[src/rtl/vpw_rx_pkg.sv]
package vpw_rx_pkg;

    typedef enum logic [2:0] {
        SYM_ZERO = 3'd0,
        SYM_ONE  = 3'd1,
        SYM_SOF  = 3'd2,
        SYM_EOD  = 3'd3,
        SYM_EOF  = 3'd4,
        SYM_BAD  = 3'd5
    } sym_e;

    // One byte through the CRC-8 register, MSB first.
    function automatic logic [7:0] crc8_step(input logic [7:0] crc,
                                             input logic [7:0] data,
                                             input logic [7:0] poly);
        logic [7:0] c;
        logic       fb;
        c = crc;
        for (int i = 7; i >= 0; i--) begin
            fb = c[7] ^ data[i];
            c  = {c[6:0], 1'b0};
            if (fb) c = c ^ poly;
        end
        return c;
    endfunction

endpackage

[src/rtl/vpw_rx_filter.sv]
module vpw_rx_filter #(
    parameter int FILT_LEN = 3
) (
    input  logic clk,
    input  logic rst_n,
    input  logic din,
    output logic level
);
    typedef struct packed {
        logic [1:0]          sync;
        logic [FILT_LEN-1:0] hist;
        logic                flt;
    } flt_t;

    flt_t s_d, s_q;

    always_comb begin
        s_d      = s_q;
        s_d.sync = {s_q.sync[0], din};
        s_d.hist = {s_q.hist[FILT_LEN-2:0], s_q.sync[1]};
        if (&s_q.hist)       s_d.flt = 1'b1;
        else if (~|s_q.hist) s_d.flt = 1'b0;
    end

    always_ff @(posedge clk or negedge rst_n) begin
        if (!rst_n) s_q <= '0;
        else        s_q <= s_d;
    end

    assign level = s_q.flt;

    // the filtered level moves only to a value the whole history agreed on
    a_r3_filter_agree: assert property (@(posedge clk) disable iff (!rst_n)
        (s_q.flt != $past(s_q.flt)) |->
            ($past(s_q.hist) == {FILT_LEN{s_q.flt}}));

endmodule

[src/rtl/vpw_rx_timer.sv]
module vpw_rx_timer
    import vpw_rx_pkg::*;
#(
    parameter int TICK_DIV   = 2,
    parameter int SHORT_US   = 34,
    parameter int LONG_US    = 96,
    parameter int LONGMAX_US = 163,
    parameter int EOF_US     = 239
) (
    input  logic clk,
    input  logic rst_n,
    input  logic en,
    input  logic level,
    output logic sym_valid,
    output sym_e sym_code
);
    localparam int CW = $clog2(EOF_US + 1);
    localparam int PW = (TICK_DIV > 1) ? $clog2(TICK_DIV) : 1;
    localparam logic [CW-1:0] T_SHORT = CW'(SHORT_US);
    localparam logic [CW-1:0] T_LONG  = CW'(LONG_US);
    localparam logic [CW-1:0] T_LMAX  = CW'(LONGMAX_US);
    localparam logic [CW-1:0] T_EOF   = CW'(EOF_US);
    localparam logic [PW-1:0] P_LAST  = PW'(TICK_DIV - 1);

    typedef struct packed {
        logic [PW-1:0] pre;
        logic [CW-1:0] cnt;
        logic          lvl;
        logic          valid;
        sym_e          code;
    } tmr_t;

    tmr_t s_d, s_q;
    logic got;
    sym_e cls;

    always_comb begin
        s_d       = s_q;
        s_d.valid = 1'b0;
        got       = 1'b0;
        cls       = SYM_BAD;
        if (level != s_q.lvl) begin
            // the level that just ended is classified by its length
            s_d.lvl = level;
            s_d.cnt = '0;
            s_d.pre = '0;
            if (s_q.lvl) begin
                got = 1'b1;
                if (s_q.cnt < T_SHORT)      cls = SYM_BAD;
                else if (s_q.cnt < T_LONG)  cls = SYM_ONE;
                else if (s_q.cnt <= T_LMAX) cls = SYM_ZERO;
                else                        cls = SYM_SOF;
            end else if (s_q.cnt < T_LMAX) begin
                got = 1'b1;
                if (s_q.cnt < T_SHORT)      cls = SYM_BAD;
                else if (s_q.cnt < T_LONG)  cls = SYM_ZERO;
                else                        cls = SYM_ONE;
            end
        end else begin
            if (s_q.pre == P_LAST) begin
                s_d.pre = '0;
                if (s_q.cnt != T_EOF) begin
                    s_d.cnt = s_q.cnt + 1'b1;
                    if (!s_q.lvl && (s_d.cnt == T_LMAX)) begin
                        got = 1'b1;
                        cls = SYM_EOD;
                    end else if (!s_q.lvl && (s_d.cnt == T_EOF)) begin
                        got = 1'b1;
                        cls = SYM_EOF;
                    end
                end
            end else begin
                s_d.pre = s_q.pre + 1'b1;
            end
        end
        if (got && en) begin
            s_d.valid = 1'b1;
            s_d.code  = cls;
        end
    end

    always_ff @(posedge clk or negedge rst_n) begin
        if (!rst_n) begin
            s_q       <= '0;
            s_q.cnt   <= T_EOF;
            s_q.code  <= SYM_BAD;
        end else begin
            s_q <= s_d;
        end
    end

    assign sym_valid = s_q.valid;
    assign sym_code  = s_q.code;

    // no symbol leaves the timer while decoding is disabled
    a_r2_gated: assert property (@(posedge clk) disable iff (!rst_n)
        sym_valid |-> $past(en));

    // end-of-data and end-of-frame marks only come out of a passive level
    a_r5_marks_passive: assert property (@(posedge clk) disable iff (!rst_n)
        (sym_valid && (sym_code == SYM_EOD || sym_code == SYM_EOF)) |-> !s_q.lvl);

endmodule

[src/rtl/vpw_rx_frame.sv]
module vpw_rx_frame
    import vpw_rx_pkg::*;
#(
    parameter logic [7:0] POLY = 8'h1D
) (
    input  logic       clk,
    input  logic       rst_n,
    input  logic       sym_valid,
    input  sym_e       sym_code,
    input  logic       rd,
    output logic [7:0] rx_data,
    output logic       rx_full,
    output logic       overrun,
    output logic       irq,
    output logic       frame_ok,
    output logic       frame_err
);
    typedef struct packed {
        logic       in_frame;
        logic [7:0] shreg;
        logic [2:0] nbit;
        logic       any_byte;
        logic [7:0] crc;
        logic [7:0] crc_prev;
        logic [7:0] last;
        logic [7:0] hold;
        logic       hold_full;
        logic [7:0] stg;
        logic       stg_full;
        logic       ovr;
        logic       irq;
        logic       ok;
        logic       err;
    } frm_t;

    frm_t       s_d, s_q;
    logic       done;
    logic [7:0] byte_new;

    always_comb begin
        s_d      = s_q;
        s_d.irq  = 1'b0;
        s_d.ok   = 1'b0;
        s_d.err  = 1'b0;
        done     = 1'b0;
        byte_new = {s_q.shreg[6:0], (sym_code == SYM_ONE)};

        // host read first: consumed byte leaves, waiting byte moves up
        if (rd && s_q.hold_full) begin
            if (s_q.stg_full) begin
                s_d.hold     = s_q.stg;
                s_d.stg_full = 1'b0;
            end else begin
                s_d.hold_full = 1'b0;
            end
        end

        if (sym_valid) begin
            if (sym_code == SYM_SOF) begin
                s_d.in_frame = 1'b1;
                s_d.nbit     = '0;
                s_d.any_byte = 1'b0;
                s_d.crc      = 8'hFF;
                s_d.crc_prev = 8'hFF;
                s_d.ovr      = 1'b0;
            end else if (s_q.in_frame) begin
                if (sym_code == SYM_ZERO || sym_code == SYM_ONE) begin
                    s_d.shreg = byte_new;
                    s_d.nbit  = s_q.nbit + 1'b1;
                    done      = (s_q.nbit == 3'd7);
                end else if (sym_code == SYM_EOD) begin
                    s_d.in_frame = 1'b0;
                    if (s_q.nbit == 3'd0 && s_q.any_byte && (s_q.last == ~s_q.crc_prev))
                        s_d.ok = 1'b1;
                    else
                        s_d.err = 1'b1;
                end else if (sym_code == SYM_BAD) begin
                    s_d.in_frame = 1'b0;
                    s_d.err      = 1'b1;
                end
            end
        end

        if (done) begin
            s_d.any_byte = 1'b1;
            s_d.crc_prev = s_q.crc;
            s_d.crc      = crc8_step(s_q.crc, byte_new, POLY);
            s_d.last     = byte_new;
            if (!s_d.hold_full) begin
                s_d.hold      = byte_new;
                s_d.hold_full = 1'b1;
            end else if (!s_d.stg_full) begin
                s_d.stg      = byte_new;
                s_d.stg_full = 1'b1;
            end else begin
                s_d.ovr = 1'b1;
                s_d.irq = 1'b1;
            end
        end
    end

    always_ff @(posedge clk or negedge rst_n) begin
        if (!rst_n) s_q <= '0;
        else        s_q <= s_d;
    end

    assign rx_data   = s_q.hold;
    assign rx_full   = s_q.hold_full;
    assign overrun   = s_q.ovr;
    assign irq       = s_q.irq;
    assign frame_ok  = s_q.ok;
    assign frame_err = s_q.err;

    // an unread byte stays put until the host reads it
    a_r7_hold_kept: assert property (@(posedge clk) disable iff (!rst_n)
        (rx_full && !rd) |=> (rx_full && $stable(rx_data)));

    // the interrupt accompanies a set overrun status
    a_r8_irq_ovr: assert property (@(posedge clk) disable iff (!rst_n)
        irq |-> overrun);

    // a frame cannot be judged good and bad at once
    a_r9_one_verdict: assert property (@(posedge clk) disable iff (!rst_n)
        !(frame_ok && frame_err));

    // a byte appears in the empty holding register only while a frame is open
    a_r6_bytes_in_frame: assert property (@(posedge clk) disable iff (!rst_n)
        $rose(rx_full) |-> $past(s_q.in_frame));

endmodule

[src/rtl/vpw_rx.sv]
module vpw_rx
    import vpw_rx_pkg::*;
#(
    parameter int         TICK_DIV   = 2,
    parameter int         FILT_LEN   = 3,
    parameter int         SHORT_US   = 34,
    parameter int         LONG_US    = 96,
    parameter int         LONGMAX_US = 163,
    parameter int         EOF_US     = 239,
    parameter logic [7:0] POLY       = 8'h1D
) (
    input  logic       clk,
    input  logic       rst_n,
    input  logic       cfg_wr,
    input  logic       bus_in,
    input  logic       rd,
    output logic [7:0] rx_data,
    output logic       rx_full,
    output logic       overrun,
    output logic       irq,
    output logic       frame_ok,
    output logic       frame_err,
    output logic       sym_valid,
    output logic [2:0] sym_code
);
    logic en_d, en_q;
    logic level;
    sym_e code;

    always_comb en_d = en_q | cfg_wr;

    always_ff @(posedge clk or negedge rst_n) begin
        if (!rst_n) en_q <= 1'b0;
        else        en_q <= en_d;
    end

    vpw_rx_filter #(.FILT_LEN(FILT_LEN)) u_filter (
        .clk   (clk),
        .rst_n (rst_n),
        .din   (bus_in),
        .level (level)
    );

    vpw_rx_timer #(
        .TICK_DIV   (TICK_DIV),
        .SHORT_US   (SHORT_US),
        .LONG_US    (LONG_US),
        .LONGMAX_US (LONGMAX_US),
        .EOF_US     (EOF_US)
    ) u_timer (
        .clk       (clk),
        .rst_n     (rst_n),
        .en        (en_q),
        .level     (level),
        .sym_valid (sym_valid),
        .sym_code  (code)
    );

    assign sym_code = code;

    vpw_rx_frame #(.POLY(POLY)) u_frame (
        .clk       (clk),
        .rst_n     (rst_n),
        .sym_valid (sym_valid),
        .sym_code  (code),
        .rd        (rd),
        .rx_data   (rx_data),
        .rx_full   (rx_full),
        .overrun   (overrun),
        .irq       (irq),
        .frame_ok  (frame_ok),
        .frame_err (frame_err)
    );

    // once enabled, decoding stays enabled
    a_r2_enable_sticky: assert property (@(posedge clk) disable iff (!rst_n)
        en_q |=> en_q);

endmodule

[config.mk]
export PLATFORM = sky130hd
export DESIGN_NAME = vpw_rx
export DESIGN_NICKNAME = d
export VERILOG_FILES = /design/src/rtl/vpw_rx_pkg.sv /design/src/rtl/vpw_rx_filter.sv /design/src/rtl/vpw_rx_timer.sv /design/src/rtl/vpw_rx_frame.sv /design/src/rtl/vpw_rx.sv
export SDC_FILE = /design/constraint.sdc
export NUM_CORES = 1
export LEC_CHECK = 0
export BUFFER_PORTS_ARGS = -buffer_cell sky130_fd_sc_hd__buf_2
export CAP_MARGIN = 20
export CORE_MARGIN = 2
export CORE_UTILIZATION = 55
export DETAILED_ROUTE_END_ITERATION = 12
export PLACE_DENSITY = 0.71
export SYNTH_ARGS = -nofsm -noshare
export SYNTH_HDL_FRONTEND = slang
export SYNTH_SLANG_ARGS = --single-unit
[constraint.sdc]
create_clock -name clk -period 3.5 [get_ports clk]
set_input_delay 0.7 -clock clk [delete_from_list [all_inputs] [get_ports clk]]
set_output_delay 0.7 -clock clk [all_outputs]
set_load 0.1 [all_outputs]
==> results of run 1 <==
[cell families after synthesis]
logic type	count (synthesis)
buffers and inverters	41
AND/OR/NAND/NOR	97
AO/OA/AOI/OAI	67
flip-flops	79
adder cells (fa/ha/maj)	5
multiplexers	30
XOR/XNOR	47
[power by group through the flow]
stage / combinational [W] / sequential [W] / clock [W]
after floorplan: 0.000724 / 0.00121 / 0
final: 0.000868 / 0.00120 / 0.000735
after global routing: 0.000945 / 0.00122 / 0.000789
after CTS: 0.000876 / 0.00120 / 0.000750
after global placement: 0.000852 / 0.00121 / 0
after detailed placement: 0.000869 / 0.00122 / 0
[worst min path at each step]
stage               startpoint         endpoint  slack (ns)  cells after the start
4_1_cts        u_filter.s_d[1]  u_filter.s_d[2]        0.36                      0
3_5_place_dp   u_filter.s_d[1]  u_filter.s_d[2]        0.34                      0
3_3_place_gp   u_filter.s_d[1]  u_filter.s_d[2]        0.34                      0
2_1_floorplan  u_filter.s_d[5]  u_filter.s_d[1]        0.33                      0
5_1_grt        u_filter.s_d[1]  u_filter.s_d[2]        0.37                      0
6_report       u_filter.s_d[1]  u_filter.s_d[2]        0.36                      0
[through the flow]
stage          cell area [um^2]  util (%)  hold slack (ns)  power, W  std cells
6_report                   4330      60.3            0.358   0.00280        472
5_1_grt                    4330      60.3            0.373   0.00296        472
4_1_cts                    4330      60.3            0.361   0.00283        472
3_5_place_dp               4110      57.3            0.339   0.00209        456
3_3_place_gp               4110      57.3            0.341   0.00206        456
2_1_floorplan              4050         -            0.331   0.00193        366
[synth_stat cells, types with 7 or more instances]
library cell	number	area share [%]
inv_1	10	0.93
buf_4	11	2.0
nand2_1	21	1.9
nor2_1	27	2.5
a21oi_1	22	2.7
xnor2_1	21	4.5
xor2_1	21	4.5
nand3_1	11	1.4
buf_2	11	1.4
dfrtp_1	70	43
mux2_2	13	3.6
o21ai_0	11	1.4
dfstp_2	9	5.8
mux2i_1	10	2.5
mux2_1	7	1.9
[registers in the layout, indices dropped and copies added (netlist names)]
signal	cells
en_q	1
u_filter.level	1
u_filter.s_d	4
u_filter.s_q	1
u_frame.byte_new	7
u_frame.frame_err	1
u_frame.frame_ok	1
u_frame.irq	1
u_frame.overrun	1
u_frame.rx_data	8
u_frame.rx_full	1
u_frame.s_q	38
u_timer.s_q	10
u_timer.sym_code	3
u_timer.sym_valid	1
[critical path: cells and delay by family, from the launching register on]
family | cells | cell delay [ns]
muxes | 1 | 0.37
DFF | 1 | 0.48
and+or+nand+nor | 3 | 1.54
[cell usage in the layout, fill, tap and decap left out, types with 3 or more instances in the layout]
master,n
dfrtp_1,70
nor2_1,27
a21oi_1,22
nand2_1,21
xor2_1,21
xnor2_1,21
buf_2,20
mux2_2,13
nand3_1,11
o21ai_0,11
inv_1,10
mux2i_1,10
clkbuf_8,9
dfstp_2,9
mux2_1,7
and3_1,6
o22a_1,6
ha_1,5
nand2b_1,4
nor2b_1,4
a31oi_1,4
o31ai_1,3
nor4_1,3
nor3_1,3
[routing by layer]
layer  track usage [%]  wire [um]
met5                 0          0
met2              31.4       3600
met1              26.3       3420
met4              6.54        100
met3              4.19        239
[final cells by class]
class,count,area share (%)
repair buffers,22,2.66
flip-flops and latches,79,46.0
inverters,10,0.868
clock inverters,5,1.88
well taps,99,2.86
multi-input cells,246,42.7
clock buffers,11,3.04
==> results.tsv, run 1 <==
stage	metric	value	unit
drt	routed_via_density	5.54	
logic_synthesis	synth_mux_area_share	8.02	%
sta	finalSetupViolations	0	
setup_path	required	3.73	ns
clock_network	cts_resized	0	
pwr	powerDensity	648	nW/um^2
logic_synthesis	synthesis.nets	376	
logic_synthesis	synth_area	4050	um^2
sta	tns	0	ns
clock_network	cts_root_buffer	clkbuf_8	
sta	drv_slew	0	
setup_path	startpoint	u_timer.sym_code[1]	
global_route	grt_antenna_before_repair	0	
logic_synthesis	synthCells	366	
logic_synthesis	synth-simple-area-share	13.1	%
sta	finalClockSkew	0.00900	ns
drt	drt_wl_total	7360	um
pwr	ir_drop	454	uV
setup_path	r2r-start	u_timer.sym_code[1]	
floorplanning	dieArea	8070	um^2
run_status	status	finished clean	
cells_and_area	antenna_cells	0	
drt	num_vias	2615	
clock_network	path_clk_slew	0.08	ns
cells_and_area	area_delta_synth_final	6.70	%
pwr	power_frac_comb	31.0	%
setup_path	cp-endpoint	u_frame.s_q[10]	
drt	wl_per_cell	15.6	um
logic_synthesis	syn_area_per_cell	11.1	um^2
place	finalWeightedCongestion	0.819	
setup_path	ff2ff_setup_slack	0.99	ns
global_route	grt_pass1_vias	2536	
clock_network	clk_latency	0.35	ns
floorplanning	core	7180	um^2
drt	drcViolationCount	0	
clock_network	cts_setup_buffers	0	
logic_synthesis	async_flop_share	100	%
floorplanning	die_h	89.9	um
setup_path	rr_endpoint	u_frame.s_q[10]	
global_route	grt_pass1_wl	12300	um
cells_and_area	drive_gt1_share	19.0	%
drt	ant_nets	0	
cells_and_area	finalNetCount	378	
clock_network	cts_sinks	79	
pwr	netSwitchingPower	0.000999	W
place	portBuffers	21	
logic_synthesis	synth_warnings	0	
floorplanning	die_w	89.9	um
logic_synthesis	yosys.cell_types.count	60	
logic_synthesis	synth_seq_cells	79	
sta	slew_headroom	37.1	%
pwr	clockPowerShare	26.2	%
sta	final_hold_viol_count	0	
clock_network	cts_hold_buffers	0	
setup_path	path_class	register to register	
floorplanning	start_util	56.5	%
logic_synthesis	synth_fa_ha_area_share	1.54	%
place	post-dp-hpwl	4990	um
cells_and_area	seq_area	1990	um^2
cells_and_area	fillers	605	
global_route	grt_max_degree	80	
pwr	leakage	2.08	nW
clock_network	clock_path_buffers	2	
logic_synthesis	synth-compound-area-share	11.4	%
setup_path	crit_path_start_kind	register	
sta	finalWorstSetupSlack	0.994	ns
clock_network	h-tree-depth	3	
pwr	p_int	0.00180	W
floorplanning	io_pins	22	
setup_path	reg2reg_depth	4	
sta	min_period	2.51	ns
logic_synthesis	synth_xor_area_share	11.6	%
setup_path	slowest_delay	0.62	ns
clock_network	cts_tree	yes	
sta	rsz0062_at_grt	false	
logic_synthesis	seq_area_frac_synth	49.0	%
setup_path	cp_max_fo	15	
job	maxCapViolations	0	
logic_synthesis	synth_edf_count	0	
logic_synthesis	synth_top_family_by_area	simple AND/OR/NAND/NOR gates	
floorplanning	num_rows	31	
sta	period_share	71.6	%
hold_path	min_path_type	register to register	
logic_synthesis	synth_flop_cell	dfrtp_1	
drt	drtIter0Drc	106	
pwr	seqPwrFrac	42.8	%
place	place_ws	1.01	ns
setup_path	cp.arrival	2.73	ns
global_route	track_usage	19.4	%
pwr	switching_share	35.6	%
setup_path	cp_slowest_cell	and4bb_1	
sta	fmax	399	MHz
clock_network	numCtsBuffers	9	
cells_and_area	multi_input_area	1850	um^2
drt	drt_first_pass_iters	4	
global_route	grt_overflow	0	
setup_path	cp_cell_sequence	and4bb_1, and2_1, nand4_4, mux2_1	
setup_path	end_kind	register	
sta	worst_pin_slew	0.943	ns
Note: power is estimated with default switching activity, not from simulation.
==> run 2: changes to the inputs <==
- ABC_AREA: default -> 1
- PLACE_DENSITY: 0.71 -> 0.74
- clock period: 3.5 -> 2.2 ns (I/O delays scaled with it)
==> run 2 against run 1 <==
Compared with the run above: setup slack worse by 0.67 ns; first-iteration DRC count is 57% higher; area after synthesis is 1.4% higher; clock skew is 0.0011 ns higher; core utilization is 1.2 points higher; routed wire length is 15% higher; sequential cell count stayed put; largest cell class unchanged.
==> results.tsv, run 2 <==
stage	metric	value	unit	change
drt	drcViolationCount	0		unchanged
clock_network	cts_root_buffer	clkbuf_8		
global_route	grt_pass1_vias	3213		+27%
sta	tns	0	ns	unchanged
logic_synthesis	async_flop_share	100	%	unchanged
drt	drtIter0Drc	166		+57%
clock_network	clk_latency	0.34	ns	about the same
sta	finalClockSkew	0.0101	ns	+0.00113 ns
floorplanning	dieArea	8180	um^2	+1.3%
drt	drt_wl_total	8450	um	+15%
cells_and_area	largest_register_ffs	38		unchanged
floorplanning	die_h	90.4	um	+0.66%
run_status	status	finished clean		
setup_path	cp.arrival	2.12	ns	-0.61 ns
drt	ant_nets	0		unchanged
clock_network	cts_setup_buffers	0		unchanged
sta	period_share	85.4	%	+14 points
setup_path	cp_num_buf_inv	0		unchanged
floorplanning	num_rows	31		unchanged
floorplanning	die_w	90.4	um	+0.66%
logic_synthesis	yosys.cell_types.count	36		-40%
drt	wl_per_cell	13.2	um	-15%
clock_network	path_clk_slew	0.08	ns	about the same
logic_synthesis	synth_top_area_share	42.6	%	-0.59 points
global_route	track_usage	22.0	%	+2.6 points
setup_path	slowest_delay	0.58	ns	-0.04 ns
sta	drv_slew	0		unchanged
setup_path	end_kind	register		
place	portBuffers	21		unchanged
sta	final_hold_viol_count	0		unchanged
setup_path	cp_slowest_cell	dfstp_2		
cells_and_area	final_util	61.5	%	+1.2 points
cells_and_area	area_delta_synth_final	8.49	%	
cells_and_area	layout_commonest_cell	nand2_1		
logic_synthesis	seq_area_frac_synth	48.4	%	-0.67 points
drt	wl_met3	422	um	+77%
drt	drt_first_pass_iters	4		unchanged
place	finalWeightedCongestion	0.881		+7.5%
clock_network	cts_resized	0		unchanged
setup_path	crit_path_start_kind	register		
pwr	ir_drop	489	uV	+7.7%
setup_path	required	2.44	ns	-1.29 ns
cells_and_area	antenna_cells	0		unchanged
place	post-dp-hpwl	6180	um	+24%
floorplanning	start_util	56.7	%	+0.17 points
drt	top_signal_layer_used	met4		
logic_synthesis	synth_edf_count	0		unchanged
logic_synthesis	synth_warnings	0		unchanged
cells_and_area	drive_gt1_share	16.3	%	-2.8 points
logic_synthesis	synth_flop_cell	dfrtp_1		
pwr	leakage	2.19	nW	+5.2%
cells_and_area	finalNetCount	546		+44%
pwr	power	0.00519	W	+85%
logic_synthesis	synth.largest_area_cell	dfrtp_1		
clock_network	cts_hold_buffers	0		unchanged
clock_network	clock_path_buffers	2		unchanged
drt	wl_met2	3990	um	+11%
clock_network	h-tree-depth	3		unchanged
logic_synthesis	syn_area_per_cell	7.92	um^2	-29%
drt	m1WireLength	3800	um	+11%
pwr	powerDensity	1160	nW/um^2	+80%
logic_synthesis	synth_area	4110	um^2	+1.4%
logic_synthesis	synth_common_cells	nand2_1 (153), dfrtp_1 (70), inv_1 (51)		
cells_and_area	largest_register	u_frame.s_q		
logic_synthesis	synth_seq_cells	79		unchanged
global_route	grt_max_degree	47		-41%
logic_synthesis	synthCells	519		+42%
job	maxCapViolations	0		unchanged
drt	num_vias	3376		+29%
setup_path	cp_max_fo	5		-10
clock_network	numCtsBuffers	9		unchanged
clock_network	cts_sinks	79		unchanged
logic_synthesis	synth.area.top_cells	dfrtp_1 (43%), nand2_1 (14%), dfstp_2 (5.8%), nand3_1 (4.7%), inv_1 (4.7%)		
sta	min_period	1.88	ns	-0.628 ns
drt	routed_via_density	5.28		-4.8%
cells_and_area	mostFrequentLayoutCells	nand2_1 (153), dfrtp_1 (70), inv_1 (51)		
global_route	grt_pass1_wl	14700	um	+19%
global_route	grt_antenna_before_repair	0		unchanged
setup_path	path_class	register to register		
global_route	grt_overflow	0		unchanged
setup_path	cp_cell_sequence	ha_1, nand3_2, xor2_1, nand3_2, nor2_4, nand2_2, nand2_4, nand2_4, nand3_1, nand2_1		
floorplanning	core	7250	um^2	+1.1%
logic_synthesis	synthesis.nets	529		+41%
sta	worst_pin_slew	0.486	ns	-0.458 ns
clock_network	cts_tree	yes		
sta	finalSetupViolations	0		unchanged
logic_synthesis	synth.most_common_cell	nand2_1		
setup_path	ff2ff_setup_slack	0.32	ns	-0.67 ns
sta	rsz0062_at_grt	false		
hold_path	min_path_type	primary input to async pin		
sta	slew_headroom	67.9	%	+31 points
sta	fmax	532	MHz	+33%
floorplanning	io_pins	22		unchanged
setup_path	crit_family	simple AND/OR/NAND/NOR gates		
[run 2: cell count changes in the layout (fill, tap and decap cells not counted), sizes merged, moves of 5 or more]
cell,delta
a21oi,-12
and3,-6
inv,+51
mux2,-20
mux2i,-10
nand2,+142
nand3,+34
nor2,+15
o21ai,+34
o22a,-5
o22ai,+6
xnor2,-21
xor2,-13
[run 2: where the power goes]
| group | total, W | switching, W | internal (W) | leakage, nW |
|---|---|---|---|---|
| clock | 0.00106 | 0.000535 | 0.000526 | 0.0895 |
| sequential | 0.00200 | 0.000262 | 0.00174 | 0.976 |
| combinational | 0.00213 | 0.00149 | 0.000635 | 1.12 |
| total | 0.00519 | 0.00229 | 0.00290 | 2.19 |
[run 2: worst reg2reg max path, cell delays in order (launching register included)]
cell	delay, ns
dfstp_2	0.58
ha_1	0.23
nand3_2	0.14
xor2_1	0.23
nand3_2	0.14
nor2_4	0.13
nand2_2	0.08
nand2_4	0.08
nand2_4	0.06
nand3_1	0.07
nand2_1	0.05
[run 2: final timing paths]
path | from | end | depth (start not counted)
setup / recovery | u_timer.s_q[6] | u_timer.sym_code[1] | 10
hold / removal | rst_n | u_frame.s_q[47] | 1
setup reg to reg | u_timer.s_q[6] | u_timer.sym_code[1] | 10
hold reg to reg | u_filter.s_d[5] | u_filter.s_d[1] | 0
max in group asynchronous | rst_n | u_timer.s_q[6] | 2
min in group clk | bus_in | u_filter.s_d[5] | 1
[run 2: area by class of cell]
class | count | area [um^2]
Timing Repair Buffer | 26 | 158
Clock inverter | 5 | 58.8
Inverter | 63 | 236
Fill cell | 652 | 2790
Multi-Input combinational cell | 357 | 1760
Clock buffer | 11 | 131
Tap cell | 99 | 124
Sequential cell | 79 | 1990
[run 2: kinds of logic after synthesis]
| family | Yosys count | synth area share [%] |
|---|---|---|
| compound gates | 80 | 10.8 |
| xor+xnor | 10 | 2.31 |
| fa+ha+maj | 5 | 1.52 |
| buf+inv | 83 | 8.74 |
| flops | 79 | 48.4 |
| simple gates | 262 | 28.2 |
[run 2: layer usage]
layer	vias to the layer above	global-route usage (%)
li1	1689	-
met1	1578	29.5
met2	89	35.0
met3	20	3.59
met4	0	10.5
met5	-	0
[run 2: stage by stage]
stage               area (um^2)  std cells  setup WS, ns  hold slack [ns]
global placement           4270        624         0.412            0.336
floorplan                  4110        519         0.135            0.144
CTS                        4460        640         0.324           0.0333
finish                     4460        640         0.322           0.0309
global route               4460        640         0.150           0.0548
detailed placement         4270        624         0.326            0.338
==> run 3: changes to the inputs <==
- ABC_AREA: 1 -> default
- SYNTH_HIERARCHICAL: default -> 1
==> run 3 against run 2 <==
Compared with the run above: routed wire length fell by 7.4%; maximum frequency decreased by 14%; final cell count shrank 17%; sequential power is 23% lower; final area grew 3.5%; combinational power down 82%; register-to-register slack got worse by 0.31 ns; area after synthesis increased by 2.1%; critical path type unchanged; critical endpoint is now u_timer/sym_code[1]; largest power group is now registers.
==> results.tsv, run 3 <==
stage	metric	value	unit	change
logic_synthesis	yosys.cell_types.count	59		+64%
drt	num_vias	2916		-14%
setup_path	reg2reg_depth	6		-4
floorplanning	num_rows	31		unchanged
drt	drt_first_pass_iters	7		+3
cells_and_area	drive_gt1_share	23.3	%	+7.0 points
setup_path	startpoint	u_timer/s_q[8]		
sta	period_share	99.3	%	+14 points
cells_and_area	mostFrequentLayoutCells	dfrtp_1 (69), nand2_1 (53), nor2_1 (31)		
global_route	grt_pass1_wl	13800	um	-6.0%
setup_path	crit_path_start_kind	register		
logic_synthesis	synth_xor_area_share	10.7	%	+8.4 points
cells_and_area	finalNetCount	435		-20%
cells_and_area	fin_cells	529		-17%
sta	final_hold_viol_count	0		unchanged
floorplanning	core	7330	um^2	+1.1%
drt	drt_wl_total	7820	um	-7.4%
setup_path	slowest_delay	0.66	ns	+0.08 ns
clock_network	cts_root_buffer	clkbuf_8		
logic_synthesis	synth-simple-area-share	16.8	%	-11 points
setup_path	required	2.45	ns	about the same
logic_synthesis	synth_top_family_by_area	simple AND/OR/NAND/NOR gates		
setup_path	r2r-start	u_timer/s_q[8]		
logic_synthesis	synth_edf_count	0		unchanged
drt	ant_nets	0		unchanged
global_route	grt_pass1_vias	2936		-8.6%
place	numPlacedInstances	508		-19%
clock_network	cts_tree	yes		
place	finalWeightedCongestion	0.905		+2.7%
clock_network	path_clk_slew	0.09	ns	about the same
setup_path	cp_cell_sequence	and4_1, o221ai_1, a311oi_1, o21ai_2, nand2_2, mux2_4		
clock_network	clock_path_buffers	2		unchanged
floorplanning	dieArea	8350	um^2	+2.0%
cells_and_area	antenna_cells	0		unchanged
floorplanning	die_h	91.4	um	+1.0%
sta	slew_headroom	63.2	%	-4.7 points
logic_synthesis	synth_top_area_share	41.7	%	-0.89 points
logic_synthesis	async_flop_share	100	%	unchanged
clock_network	cts_sinks	79		unchanged
drt	routed_via_density	5.51		+4.5%
setup_path	cp.arrival	2.44	ns	+0.32 ns
place	post-dp-hpwl	5560	um	-10%
global_route	track_usage	20.4	%	-1.6 points
cells_and_area	layout_commonest_cell	dfrtp_1		
setup_path	ff2ff_setup_slack	0.02	ns	-0.31 ns
pwr	leakage	2.26	nW	+3.1%
run_status	status	finished clean		
sta	drv_slew	0		unchanged
hold_path	min_path_type	primary input to register		
logic_synthesis	synth_seq_cells	79		unchanged
setup_path	cp_max_fo	13		+8
clock_network	clk_latency	0.36	ns	+0.02 ns
job	maxCapViolations	0		unchanged
clock_network	h-tree-depth	3		unchanged
pwr	power	0.00304	W	-41%
logic_synthesis	synth-compound-area-share	10.8	%	+0.013 points
drt	drcViolationCount	0		unchanged
sta	finalClockSkew	0.0125	ns	+0.00238 ns
drt	drtIter0Drc	145		-13%
setup_path	end_kind	register		
clock_network	numCtsBuffers	9		unchanged
global_route	grt_overflow	0		unchanged
hold_path	hp-start	bus_in		
sta	worst_pin_slew	0.552	ns	+0.0667 ns
global_route	grt_max_degree	41		-13%
logic_synthesis	seq_area_frac_synth	47.4	%	-1.0 points
logic_synthesis	syn_area_per_cell	10.4	um^2	+32%
floorplanning	io_pins	22		unchanged
cells_and_area	largest_register	u_frame/s_q		
logic_synthesis	synth_fa_ha_area_share	1.49	%	-0.032 points
cells_and_area	fillers	583		-11%
logic_synthesis	synth_flop_cell	dfrtp_1		
setup_path	cp-endpoint	u_timer/sym_code[1]		
floorplanning	start_util	57.3	%	+0.60 points
logic_synthesis	synth_warnings	6		+6
logic_synthesis	synth_area	4200	um^2	+2.1%
logic_synthesis	synthCells	403		-22%
logic_synthesis	synth.area.top_cells	dfrtp_1 (42%), dfstp_2 (5.6%), xnor2_1 (5.0%), nand2_1 (4.7%), mux2_2 (4.3%)		
setup_path	rr_endpoint	u_timer/sym_code[1]		
sta	min_period	2.18	ns	+0.305 ns
logic_synthesis	synth.largest_area_cell	dfrtp_1		
pwr	ir_drop	427	uV	-13%
sta	finalSetupViolations	0		unchanged
place	portBuffers	21		unchanged
setup_path	cp_slowest_cell	dfstp_2		
logic_synthesis	synth.most_common_cell	dfrtp_1		
sta	fmax	458	MHz	-14%
cells_and_area	largest_register_ffs	38		unchanged
floorplanning	die_w	91.4	um	+1.0%
logic_synthesis	synth_common_cells	dfrtp_1 (70), nand2_1 (53), nor2_1 (31)		
setup_path	path_class	register to register		
logic_synthesis	synth_mux_area_share	6.80	%	+6.8 points
global_route	grt_antenna_before_repair	0		unchanged
logic_synthesis	synthesis.nets	413		-22%
drt	wl_per_cell	14.8	um	+12%
pwr	powerDensity	660	nW/um^2	-43%
cells_and_area	area_delta_synth_final	9.90	%	
[run 3: through the flow]
stage	hold slack, ns	setup WS [ns]	setup TNS [ns]	util, %	instance area (um^2)
detailed placement	0.322	0.111	0	59.4	4360
CTS	0.173	0.0895	0	62.4	4570
global route	0.174	-0.0293	-0.0293	62.9	4610
global placement	0.323	0.176	0	59.4	4360
floorplan	0.144	0.00551	0	-	4210
finish	0.181	0.0164	0	62.9	4610
[run 3: cells by family after synthesis]
group | count (synthesis)
AND/OR/NAND/NOR | 141
buffers and inverters | 42
XOR/XNOR | 43
AO/OA/AOI/OAI | 67
multiplexers | 26
adder cells (fa/ha/maj) | 5
flip-flops | 79
[run 3: worst max-delay path: cells and delay by family, from the launching register on]
kind            cells  cell delay (ns)
compound gates      3             0.73
flops               1             0.66
simple gates        2             0.38
mux                 1             0.29
[run 3: how the worst min path moves through the flow]
| stage | endpoint | slack [ns] | cells past startpoint |
|---|---|---|---|
| 2_1_floorplan | en_q | 0.14 | 0 |
| 3_3_place_gp | u_frame/s_q[47] | 0.32 | 1 |
| 3_5_place_dp | u_frame/s_q[48] | 0.32 | 1 |
| 4_1_cts | u_filter/s_d[5] | 0.17 | 1 |
| 5_1_grt | u_filter/s_d[5] | 0.17 | 1 |
| 6_report | u_filter/s_d[5] | 0.18 | 1 |
[run 3: report_power, final]
group | switching, W | internal, W | total [W]
Sequential | 0.0000453 | 0.00151 | 0.00155
Combinational | 0.000228 | 0.000147 | 0.000375
Clock | 0.000579 | 0.000537 | 0.00112
[run 3: timing repair]
action / in CTS / in global routing
endpoints found under the setup margin: 0 / 3
hold buffers: 1 / 0
hold endpoints to repair: 10 / 0
gates resized for setup: 0 / 3
setup buffers: 0 / 4
[run 3: per-layer routing]
| layer | share of wire, % | routed length [um] | global-route usage (%) |
|---|---|---|---|
| met5 | 0 | 0 | 0 |
| met4 | 2.1 | 161 | 8.59 |
| met3 | 3.0 | 234 | 3.49 |
| met2 | 49 | 3810 | 33.3 |
| met1 | 46 | 3620 | 27.1 |
[run 3: cell type report]
class | instances | area [um^2] | share of cell area [%]
clock inverters | 7 | 81.3 | 1.76
well taps | 99 | 124 | 2.69
flip-flops and latches | 79 | 1990 | 43.1
multi-input cells | 282 | 1960 | 42.5
clock buffers | 9 | 124 | 2.69
inverters | 9 | 33.8 | 0.732
repair buffers | 44 | 299 | 6.48
